**src/rtl/ilace_vtiming.sv**
```systemverilog
module ilace_vtiming #(
  parameter int CW       = 12,
  parameter int FF_MAX_W = 1024
) (
  input  logic          clk,
  input  logic          rst,
  input  logic          cfg_interlace,
  input  logic [1:0]    cfg_mech,
  input  logic          cfg_scale,
  input  logic [CW-1:0] h_active,
  input  logic [CW-1:0] h_total,
  input  logic [CW-1:0] hs_start,
  input  logic [CW-1:0] hs_end,
  input  logic [CW-1:0] v_act_odd,
  input  logic [CW-1:0] v_tot_odd,
  input  logic [CW-1:0] vs_start_odd,
  input  logic [CW-1:0] vs_end_odd,
  input  logic [CW-1:0] v_act_even,
  input  logic [CW-1:0] v_tot_even,
  input  logic [CW-1:0] vs_start_even,
  input  logic [CW-1:0] vs_end_even,
  input  logic [CW-1:0] fb_w,
  input  logic [CW-1:0] fb_h,
  input  logic          hs_inv,
  input  logic          vs_inv,
  output logic [CW-1:0] h_cnt,
  output logic [CW-1:0] v_cnt,
  output logic          field,
  output logic          h_act,
  output logic          v_act,
  output logic          de,
  output logic          hsync,
  output logic          vsync,
  output logic [CW-1:0] src_w,
  output logic [CW:0]   src_h,
  output logic          cfg_err
);

  localparam logic [CW-1:0] FF_LIM  = CW'(FF_MAX_W - 1);
  localparam logic [1:0]    MECH_FF = 2'b01;

  logic [CW-1:0] cur_vact, cur_vtot, cur_vss, cur_vse;
  logic          h_wrap, v_wrap, nxt_field, hs_raw, vs_raw;
  logic          too_wide, ff_req, ff_on;

  assign h_wrap    = h_cnt >= h_total;
  assign v_wrap    = h_wrap && (v_cnt >= cur_vtot);
  assign nxt_field = cfg_interlace ? ~field : 1'b0;

  assign hs_raw = (h_cnt >= hs_start) && (h_cnt <= hs_end);
  assign vs_raw = (v_cnt >= cur_vss) && (v_cnt <= cur_vse);

  assign h_act = h_cnt <= h_active;
  assign v_act = v_cnt <= cur_vact;
  assign de    = h_act && v_act;

  always_ff @(posedge clk) begin
    if (rst) begin
      h_cnt    <= '0;
      v_cnt    <= '0;
      field    <= 1'b0;
      cur_vact <= v_act_odd;
      cur_vtot <= v_tot_odd;
      cur_vss  <= vs_start_odd;
      cur_vse  <= vs_end_odd;
      hsync    <= hs_inv;
      vsync    <= vs_inv;
    end else begin
      hsync <= hs_raw ^ hs_inv;
      vsync <= vs_raw ^ vs_inv;
      if (!h_wrap) begin
        h_cnt <= h_cnt + 1'b1;
      end else begin
        h_cnt <= '0;
        if (!v_wrap) begin
          v_cnt <= v_cnt + 1'b1;
        end else begin
          v_cnt <= '0;
          field <= nxt_field;
          cur_vact <= nxt_field ? v_act_even    : v_act_odd;
          cur_vtot <= nxt_field ? v_tot_even    : v_tot_odd;
          cur_vss  <= nxt_field ? vs_start_even : vs_start_odd;
          cur_vse  <= nxt_field ? vs_end_even   : vs_end_odd;
        end
      end
    end
  end

  assign too_wide = (h_active > FF_LIM) || (cfg_scale && (fb_w > FF_LIM));
  assign ff_req   = cfg_interlace && (cfg_mech == MECH_FF);
  assign cfg_err  = ff_req && too_wide;
  assign ff_on    = ff_req && !too_wide;

  assign src_w = cfg_scale ? fb_w : h_active;
  assign src_h = cfg_scale ? {1'b0, fb_h}
               : ff_on     ? ({1'b0, v_act_odd} + {1'b0, v_act_even} + (CW+1)'(1))
               :             {1'b0, cur_vact};


  vbound_chk: assert property (@(posedge clk) disable iff (rst)
    v_cnt <= cur_vtot);


  wrap_zero_chk: assert property (@(posedge clk) disable iff (rst)
    v_wrap |=> (h_cnt == '0) && (v_cnt == '0));


  field_flip_chk: assert property (@(posedge clk) disable iff (rst)
    (v_wrap && cfg_interlace) |=> (field != $past(field)));


  field_hold_chk: assert property (@(posedge clk) disable iff (rst)
    !v_wrap |=> $stable(field));


  field_prog_chk: assert property (@(posedge clk) disable iff (rst)
    (v_wrap && !cfg_interlace) |=> !field);


  err_src_chk: assert property (@(posedge clk) disable iff (rst)
    (cfg_err && !cfg_scale) |-> (src_h == {1'b0, cur_vact}));

endmodule

```
**config.mk**
```make
export PLATFORM = sky130hd
export DESIGN_NAME = ilace_vtiming
export DESIGN_NICKNAME = d
export VERILOG_FILES = /design/src/rtl/ilace_vtiming.sv
export SDC_FILE = /design/constraint.sdc
export NUM_CORES = 1
export LEC_CHECK = 0
export ABC_CLOCK_PERIOD_IN_PS = 8300
export BUFFER_PORTS_ARGS = -buffer_cell sky130_fd_sc_hd__buf_4
export CAP_MARGIN = 20
export CORE_ASPECT_RATIO = 1.75
export CORE_MARGIN = 2
export CORE_UTILIZATION = 55
export CTS_BUF_LIST = sky130_fd_sc_hd__clkbuf_8
export CTS_CLUSTER_DIAMETER = 150
export DETAILED_ROUTE_END_ITERATION = 10
export PLACE_DENSITY = 0.87
export SLEW_MARGIN = 20
export SYNTH_ARGS = -nofsm -noshare
export SYNTH_HDL_FRONTEND = slang
export SYNTH_SLANG_ARGS = --single-unit
```
**constraint.sdc**
```tcl
create_clock -name clk -period 8.3 [get_ports clk]
set_clock_uncertainty 0.05 [all_clocks]
set_input_delay 1.245 -clock clk [delete_from_list [all_inputs] [get_ports clk]]
set_output_delay 1.245 -clock clk [all_outputs]
set_load 0.005 [all_outputs]
```
==> flow_metrics.tcl <==
set metrics [dict create \
    grt_use_total 0.276 \
    n_antenna_cell 0 \
    antenna_found_initial 0 \
    status "finished, violations left" \
    cap_violations 0 \
    synth_edf_count 48 \
    min_from "v_cnt[0]" \
    grt_pass1_vias 6122 \
    dieWidth_um 85.8 \
    start_util 0.559 \
    fill_cells 907 \
    drive_gt1_frac 0.321 \
    routed_wl_mm 17.6 \
    power-per-cell-area_nw_per_um2 107 \
    syn_inst 705 \
    critPathArrivalTime_ns 3.61 \
    layoutNonFillerInstCount 1071 \
    final_hold_viol_count 0 \
    syn_area_per_cell_um2 9.13 \
    core_area_um2 11500 \
    place_hpwl_mm 14.1 \
    cts_made_buffers 9 \
    ir_drop_v 0.000105 \
    cp_max_fo 3 \
    post_cts_resized 0 \
    cts_hold_buf 0 \
    synth_cell_types 54 \
    clockRootBuffer "clkbuf_8" \
    dr.first_iter.drc_count 197 \
    power.leakage_nw 4.37 \
    grt_overflow 0 \
    fmax_ghz 0.204 \
    areaGrowthSynthToFinish_pct 31.4 \
    nets 1218 \
    worstMarginPinSlew_ns 0.954 \
    firstDrtPassIters 8 \
    grt_pass1_wl_mm 27.5 \
    hold_ws_ns 0.458 \
    die_area_um2 12600 \
    synth_area_um2 6440 \
    place_inst 1055 \
    rows 52 \
    stdcell_area_um2 8450 \
    final_antenna_net_count 0 \
    r2r_start "v_cnt[9]" \
    clkLatencyLatePin_ns 0.36 \
    die_h_um 147 \
    ys_seq_area_frac 0.308 \
    finalMaxSlewViolations 0 \
    synth_seq_cells 75 \
    tritoncts "built" \
    endpoint_kind "primary output" \
    period_share 0.591 \
    drc_errors 21 \
    clockBufferDepth 2 \
    synth_ff_type "edfxtp_1" \
    synth_nets 992 \
    wire_per_inst_um 16.4 \
    fin_crit_ns 4.90 \
    critPathKind "in2out" \
    setup_viol 0 \
    synth-async-reset-ratio 0 \
    route.vias.total 6143 \
    cts_sinks 75 \
    violations "DRC" \
    slew_headroom 0.364 \
    hold_path_class "reg2reg" \
    critPathLaunchType "primary input" \
    rsz0062_at_grt "false" \
    startpoint "v_act_odd[0]" \
    io_buffer_count 231 \
    pin_count 232 \
    clkTransAtPathRegs_ns 0.07 \
    grt_max_degree 55 \
    vias_per_cell 5.74 \
    setup_tns_ns 0 \
    crit_required_ns 7.01 \
    placed_area_um2 8290 \
    yosys_warnings 0 \
    post_cts_buffers 0 \
    h-tree-depth 3 \
    gp_congestion 0.933 \
]
cell usage after synthesis, drive strengths merged, types with 11 or more instances:
master | number | area share
ha | 110 | 0.21
o21ai | 42 | 0.033
inv | 98 | 0.057
nand4 | 17 | 0.017
nand2 | 50 | 0.029
mux2 | 48 | 0.084
nor2 | 33 | 0.019
nand3 | 17 | 0.013
dfxtp | 27 | 0.084
a21oi | 50 | 0.039
a21o | 23 | 0.027
clkbuf | 11 | 0.0064
edfxtp | 48 | 0.22
kinds of logic (layout without fill, tap and decap cells):
kind of cell,Yosys count,after routing,share of synthesized area
flip-flops,75,75,0.308
buffers and inverters,116,347,0.0698
AND/OR/NAND/NOR,171,171,0.134
XOR/XNOR,18,18,0.0245
adder cells (fa/ha/maj),111,111,0.217
AO/OA/AOI/OAI,162,162,0.157
multiplexers,52,52,0.0902
cell usage in the layout (no fill, tap or decap), types with 5 or more instances in the layout:
cell,netlist,final
a211oi_1,10,10
a21o_1,23,23
a21oi_1,50,50
and3_1,10,10
buf_4,0,233
clkbuf_8,0,9
dfxtp_1,27,27
edfxtp_1,48,48
ha_1,110,110
inv_1,98,98
mux2_2,48,48
nand2_1,50,50
nand2b_1,7,7
nand3_1,17,17
nand4_1,17,17
nor2_1,33,33
nor2b_1,5,5
nor3_1,9,9
o211ai_1,5,5
o21ai_0,40,40
o31ai_1,5,5
xnor2_1,10,10
xor2_1,8,8
worst paths after layout:
| kind | end | slack (ns) | cells after the start |
|---|---|---|---|
| worst max register to register | cur_vse[9] | 5.07 | 7 |
| worst min register to register | v_cnt[0] | 0.46 | 2 |
| worst max-delay path | src_h[10] | 3.40 | 12 |
| worst min-delay path | v_cnt[0] | 0.46 | 2 |
flip-flops by register name (all words and copies together) (netlist names):
name,cells
cur_vact,12
cur_vss,12
cur_vse,12
cur_vtot,12
h_cnt,12
v_cnt,12
vsync,1
field,1
hsync,1
where the power goes:
part	internal (mW)	switching, mW	total (mW)
logic	0.131	0.102	0.234
clock network	0.104	0.135	0.239
registers	0.419	0.0108	0.430
total	0.654	0.248	0.902
cell type report:
type | count | area, µm² | area share
inverter | 98 | 368 | 0.0435
timing repair buffer | 233 | 1750 | 0.207
clock buffer | 9 | 124 | 0.0147
sequential | 75 | 1980 | 0.234
multi-input combinational | 514 | 4030 | 0.476
tap | 135 | 169 | 0.0200
clock inverter | 7 | 35.0 | 0.00414
layer usage:
metal / part of all wire / track usage / up-vias
met3: 0.061 / 0.0500 / 65
met1: 0.33 / 0.256 / 2820
met4: 0.046 / 0.137 / 0
met2: 0.56 / 0.550 / 253
li1: - / - / 3005
met5: 0 / 0 / -
worst max-delay path: stages:
cell and delay (ns):
buf_4 0.11, inv_1 0.07, ha_1 0.16, inv_1 0.05, fa_1 0.43, a211oi_1 0.38
nor4_1 0.12, o31ai_1 0.33, a21boi_0 0.18, o31a_1 0.26, o21ai_0 0.14, buf_4 0.13
metrics by stage:
step	total power, mW	utilization	setup WS [ns]
floorplan	0.555	-	3.20
global placement	0.662	0.720	3.47
detailed placement	0.671	0.720	3.44
CTS	0.908	0.734	3.42
global route	0.949	0.734	3.19
finish	0.902	0.734	3.40
Power figures use the tool's default switching activity.
